## src/rtl/linkon_pkg.sv

```systemverilog
package linkon_pkg;

    // Sampled inputs of one cycle.
    typedef struct packed {
        logic lps;
        logic lctrl;
        logic pkt;
        logic irq;
        logic bus_rst;
    } wake_in_t;

    // Decision for the wake request register.
    typedef enum logic [1:0] {
        ACT_HOLD  = 2'd0,
        ACT_SET   = 2'd1,
        ACT_CLEAR = 2'd2
    } req_act_t;

    // Controller counts as active only with both indications set.
    function automatic logic link_is_active(input wake_in_t s);
        return s.lps & s.lctrl;
    endfunction

    function automatic logic wake_event(input wake_in_t s);
        return s.pkt | s.irq;
    endfunction

    // Clear has priority over set.
    function automatic req_act_t decide(input wake_in_t s);
        logic clr;
        logic set;
        clr = link_is_active(s) | (s.bus_rst & ~s.irq);
        set = wake_event(s) & ~link_is_active(s);
        if (clr)      return ACT_CLEAR;
        else if (set) return ACT_SET;
        else          return ACT_HOLD;
    endfunction

endpackage

```

## src/rtl/linkon_decode.sv

```systemverilog
module linkon_decode
    import linkon_pkg::*;
(
    input  wake_in_t in_s,
    output req_act_t act
);
    always_comb begin
        act = decide(in_s);
    end
endmodule

```

## src/rtl/linkon_req_reg.sv

```systemverilog
module linkon_req_reg
    import linkon_pkg::*;
(
    input  logic     clk,
    input  logic     rst,
    input  req_act_t act,
    output logic     req_q
);
    always_ff @(posedge clk) begin
        if (rst) begin
            req_q <= 1'b0;
        end else begin
            unique case (act)
                ACT_CLEAR: req_q <= 1'b0;
                ACT_SET:   req_q <= 1'b1;
                default:   req_q <= req_q;
            endcase
        end
    end
endmodule

```

## src/rtl/linkon_osc.sv

```systemverilog
module linkon_osc #(
    parameter int HALF_CYCLES = 4
) (
    input  logic clk,
    input  logic rst,
    input  logic run,
    output logic phase
);
    generate
        if (HALF_CYCLES <= 1) begin : g_fast
            // Toggle every cycle; first cycle of a run is low.
            always_ff @(posedge clk) begin
                if (rst || !run) phase <= 1'b0;
                else             phase <= ~phase;
            end
        end else begin : g_div
            localparam int CW = $clog2(HALF_CYCLES);
            localparam logic [CW-1:0] LAST = CW'(HALF_CYCLES - 1);
            logic [CW-1:0] cnt_q;
            always_ff @(posedge clk) begin
                if (rst || !run) begin
                    cnt_q <= '0;
                    phase <= 1'b0;
                end else if (cnt_q == LAST) begin
                    cnt_q <= '0;
                    phase <= ~phase;
                end else begin
                    cnt_q <= cnt_q + 1'b1;
                end
            end
        end
    endgenerate
endmodule

```

## src/rtl/linkon_wake_gen.sv

```systemverilog
module linkon_wake_gen
    import linkon_pkg::*;
#(
    parameter int HALF_CYCLES = 4
) (
    input  logic clk,
    input  logic rst,
    input  logic lps_i,
    input  logic lctrl_i,
    input  logic pkt_linkon_i,
    input  logic phy_irq_i,
    input  logic bus_rst_i,
    output logic linkon_o
);
    wake_in_t in_s;
    req_act_t act;
    logic     req_q;
    logic     phase;

    always_comb begin
        in_s.lps     = lps_i;
        in_s.lctrl   = lctrl_i;
        in_s.pkt     = pkt_linkon_i;
        in_s.irq     = phy_irq_i;
        in_s.bus_rst = bus_rst_i;
    end

    linkon_decode u_decode (
        .in_s (in_s),
        .act  (act)
    );

    linkon_req_reg u_req (
        .clk   (clk),
        .rst   (rst),
        .act   (act),
        .req_q (req_q)
    );

    linkon_osc #(.HALF_CYCLES(HALF_CYCLES)) u_osc (
        .clk   (clk),
        .rst   (rst),
        .run   (req_q),
        .phase (phase)
    );

    // Masked so the pin drops in the same edge the request clears.
    assign linkon_o = phase & req_q;
endmodule

```

## config.mk

```make
export PLATFORM = sky130hd
export DESIGN_NAME = linkon_wake_gen
export DESIGN_NICKNAME = d
export VERILOG_FILES = /design/src/rtl/linkon_pkg.sv /design/src/rtl/linkon_decode.sv /design/src/rtl/linkon_req_reg.sv /design/src/rtl/linkon_osc.sv /design/src/rtl/linkon_wake_gen.sv
export SDC_FILE = /design/constraint.sdc
export NUM_CORES = 1
export LEC_CHECK = 0
export ABC_AREA = 1
export BUFFER_PORTS_ARGS = -buffer_cell sky130_fd_sc_hd__buf_4
export CAP_MARGIN = 5
export CORE_AREA = 2 2 39 41
export DETAILED_ROUTE_END_ITERATION = 10
export DIE_AREA = 0 0 41 43
export PLACE_DENSITY = 0.38
export REMOVE_ABC_BUFFERS = 1
export SLEW_MARGIN = 20
export SYNTH_ARGS = -nofsm -noshare
export SYNTH_HDL_FRONTEND = slang
export SYNTH_HIERARCHICAL = 1
export SYNTH_SLANG_ARGS = --single-unit
```

## constraint.sdc

```tcl
create_clock -name clk -period 0.9 [get_ports clk]
set_clock_uncertainty 0.15 [all_clocks]
set_input_delay 0 -clock clk [delete_from_list [all_inputs] [get_ports clk]]
set_output_delay 0 -clock clk [all_outputs]
set_load 0.02 [all_outputs]
```

==> qor.tcl <==
set qor(critical_path.top_delay_family) {flip-flops}
set qor(setup_ws_pre_cts_ps) -134
set qor(path_depth) 5
set qor(final.fill_count) 163
set qor(routed-via-count) 210
set qor(placed_cells_incl_taps) 56
set qor(cts_htree_levels) 1
set qor(cts_inserted_buffers) 3
set qor(final_cell_mix) {8 x sky130_fd_sc_hd__buf_4, 7 x sky130_fd_sc_hd__nand2_1, 7 x sky130_fd_sc_hd__inv_1}
set qor(vdd.ir_drop.worst_v) 0.000349
set qor(synth_cell_types) 8
set qor(grt_setup_unrepaired) {yes}
set qor(final_core_utilization_pct) 26.7
set qor(tightestPinTransition_ps) 118
set qor(routed_wire_length_per_instance_um) 6.60
set qor(max_slew_margin_pct) 92.1
set qor(final_common_cell) {sky130_fd_sc_hd__buf_4}
set qor(pwr_density_cell_nw_per_um2) 1380
set qor(crit_fanout) 2
set qor(dieArea_um2) 1760
set qor(drc) 0
set qor(wire_length_of_the_first_global_routing_pass_um) 655
set qor(timing.critical_path.slowest_cell_delay_ps) 320
set qor(final-instance-count-excl-fill) 62
set qor(power.total_mw) 0.510
set qor(detail-route-antenna-nets) 0
set qor(final-seq-area_um2) 85.1
set qor(run_status) {finished with violations}
set qor(fp.dieH_um) 43
set qor(fmaxAchievable_ghz) 1.07
set qor(dieWidth_um) 41
set qor(area_growth_syn_to_layout_pct) 65.7
set qor(grt_start_max_net_pins) 4
set qor(cpMaxStageDelayCell) {sky130_fd_sc_hd__dfxtp_2}
set qor(whs_path_depth) 6
set qor(grt_pass1_vias) 185
set qor(post_route_cells_drive_above_1_share_pct) 56.5
set qor(clk_path_buf_depth) 2
set qor(type_of_origin_of_the_critical_path) {register}
set qor(drt_first_pass_iters) 2
set qor(area_used_by_multi_input_combinational_logic_um2) 126
set qor(worst_setup_hold_path_clk_slew_ps) 40
set qor(path_cells) {ha_4, inv_2, nand2_1, nand2_1, nor2_2}
set qor(post-route-worst-setup-slack_ps) -32.6
set qor(worst-path-buf-inv) 1
set qor(final-hold-violation-count) 0
set qor(syn-instance-count) 33
set qor(timing_max_transition_violations_final) 0
set qor(drt-total-wl_um) 409
set qor(cts_tree) {done}
set qor(grt.overflow.total) 0
set qor(dr.first_iter.drc_count) 3
set qor(syn_area_per_cell_um2) 6.75
set qor(worst-endpoint-arrival_ps) 910
set qor(setup.worst_path.end_class) {register}
set qor(floorplan.initialDensity_pct) 16.1
set qor(r2r.worst_path.cells) 5
set qor(fp-row-count) 14
set qor(synth.yosys.seq_area_share_pct) 36.0
set qor(ys.warnings.count) 6
set qor(antenna_violations_before_repair) 0
set qor(placement.io_buffers) 7
set qor(via_per_inst) 3.39
set qor(final.min_clock_period_ps) 933
set qor(worstSkewPairLatency_ps) 230
set qor(gp_routability_congestion) 0.561
set qor(worst-endpoint-required_ps) 870
set qor(clock_sinks) 4
set qor(syn_std_cell_area_um2) 223
set qor(num_antenna_cells) 0
set qor(placeableCoreArea_um2) 1380
set qor(timing.final.setup_violations) 2
set qor(timing.hold.worst.class) {in -> reg}
set qor(dp.final_hpwl_um) 275
set qor(io_pins) 8
set qor(static-leakage-power_nw) 0.189
set qor(final_min_period_over_clock_period_pct) 104
set qor(critPathKind) {reg -> reg}
set qor(max_cap_viol_count) 0
set qor(critical_path.most_common_cell) {sky130_fd_sc_hd__nand2_1}
set qor(synth_seq_cells) 4
set qor(clock-root-buffer) {sky130_fd_sc_hd__clkbuf_4}
set qor(finish.net_count) 57
set qor(setup_total_negative_slack_ps) -37.9
set qor(grt_usage_pct) 6.02
set qor(violations) {negative setup slack}
kinds of logic (layout without fill, tap and decap cells):
kind of cell	Yosys count	count (layout)	share of synthesized area, %
flops	4	4	36.0
simple gates	18	18	37.6
buf+inv	9	22	15.2
fa+ha+maj	2	2	11.2
synthesized netlist by cell type, drive strengths merged:
cell type	number	area (µm²)
ha	2	25.0
dfxtp	4	80.1
inv	9	33.8
nand3	1	5.00
nor2	7	33.8
nand2	10	45.1
sequential cells by signal, indices dropped and copies added (netlist names):
| register | count |
|---|---|
| u_osc/g_div.cnt_q | 2 |
| u_osc/phase | 1 |
| u_req/req_q | 1 |
routing by layer:
metal | track usage [%] | vias to the layer above | wire length (µm)
li1 | - | 121 | -
met1 | 5.45 | 82 | 177
met2 | 8.75 | 7 | 207
met3 | 3.14 | 0 | 24
met4 | 6.00 | 0 | 0
met5 | 0 | - | 0
worst paths after layout:
check	start	endpoint	slack (ps)
setup / recovery	u_osc/g_div.cnt_q[1]	u_osc/phase	-30
hold / removal	pkt_linkon_i	u_req/req_q	130
setup reg to reg	u_osc/g_div.cnt_q[1]	u_osc/phase	-30
hold reg to reg	u_osc/g_div.cnt_q[0]	u_osc/g_div.cnt_q[0]	270
area by class of cell:
class                      count  area share [%]
clock buffer                   3            6.10
tap                           16            5.42
timing repair buffer          10            22.0
sequential                     4            23.1
inverter                       9            9.15
multi-input combinational     20            34.2
worst register-to-register path, stage by stage, from the launching register on:
cell,delay (ps)
sky130_fd_sc_hd__dfxtp_2,320
sky130_fd_sc_hd__ha_4,160
sky130_fd_sc_hd__inv_2,60
sky130_fd_sc_hd__nand2_1,40
sky130_fd_sc_hd__nand2_1,60
sky130_fd_sc_hd__nor2_2,30
through the flow:
stage | area (µm²) | hold slack, ps
6_report | 369 | 130
5_1_grt | 369 | 174
4_1_cts | 369 | 125
3_5_place_dp | 295 | 112
3_3_place_gp | 295 | 116
2_1_floorplan | 223 | 7.70
report_power, final:
group          internal, mW  switching, mW  leakage [nW]  total (mW)
sequential            0.191        0.00743        0.0344       0.198
combinational        0.0525         0.0426         0.141      0.0951
clock                 0.149         0.0672        0.0138       0.216
total                 0.392          0.117         0.189       0.509
what timing repair did:
| action | in CTS | in global routing |
|---|---|---|
| endpoints found under the hold margin | 4 | 0 |
| pin swaps | 4 | 2 |
| endpoints found under the setup margin | 4 | 5 |
| buffers inserted | 2 | 0 |
| cloned | 0 | 0 |
| gates resized for setup | 9 | 1 |
| hold buffers | 1 | 0 |
No activity file was read; power rests on OpenSTA's default activity.
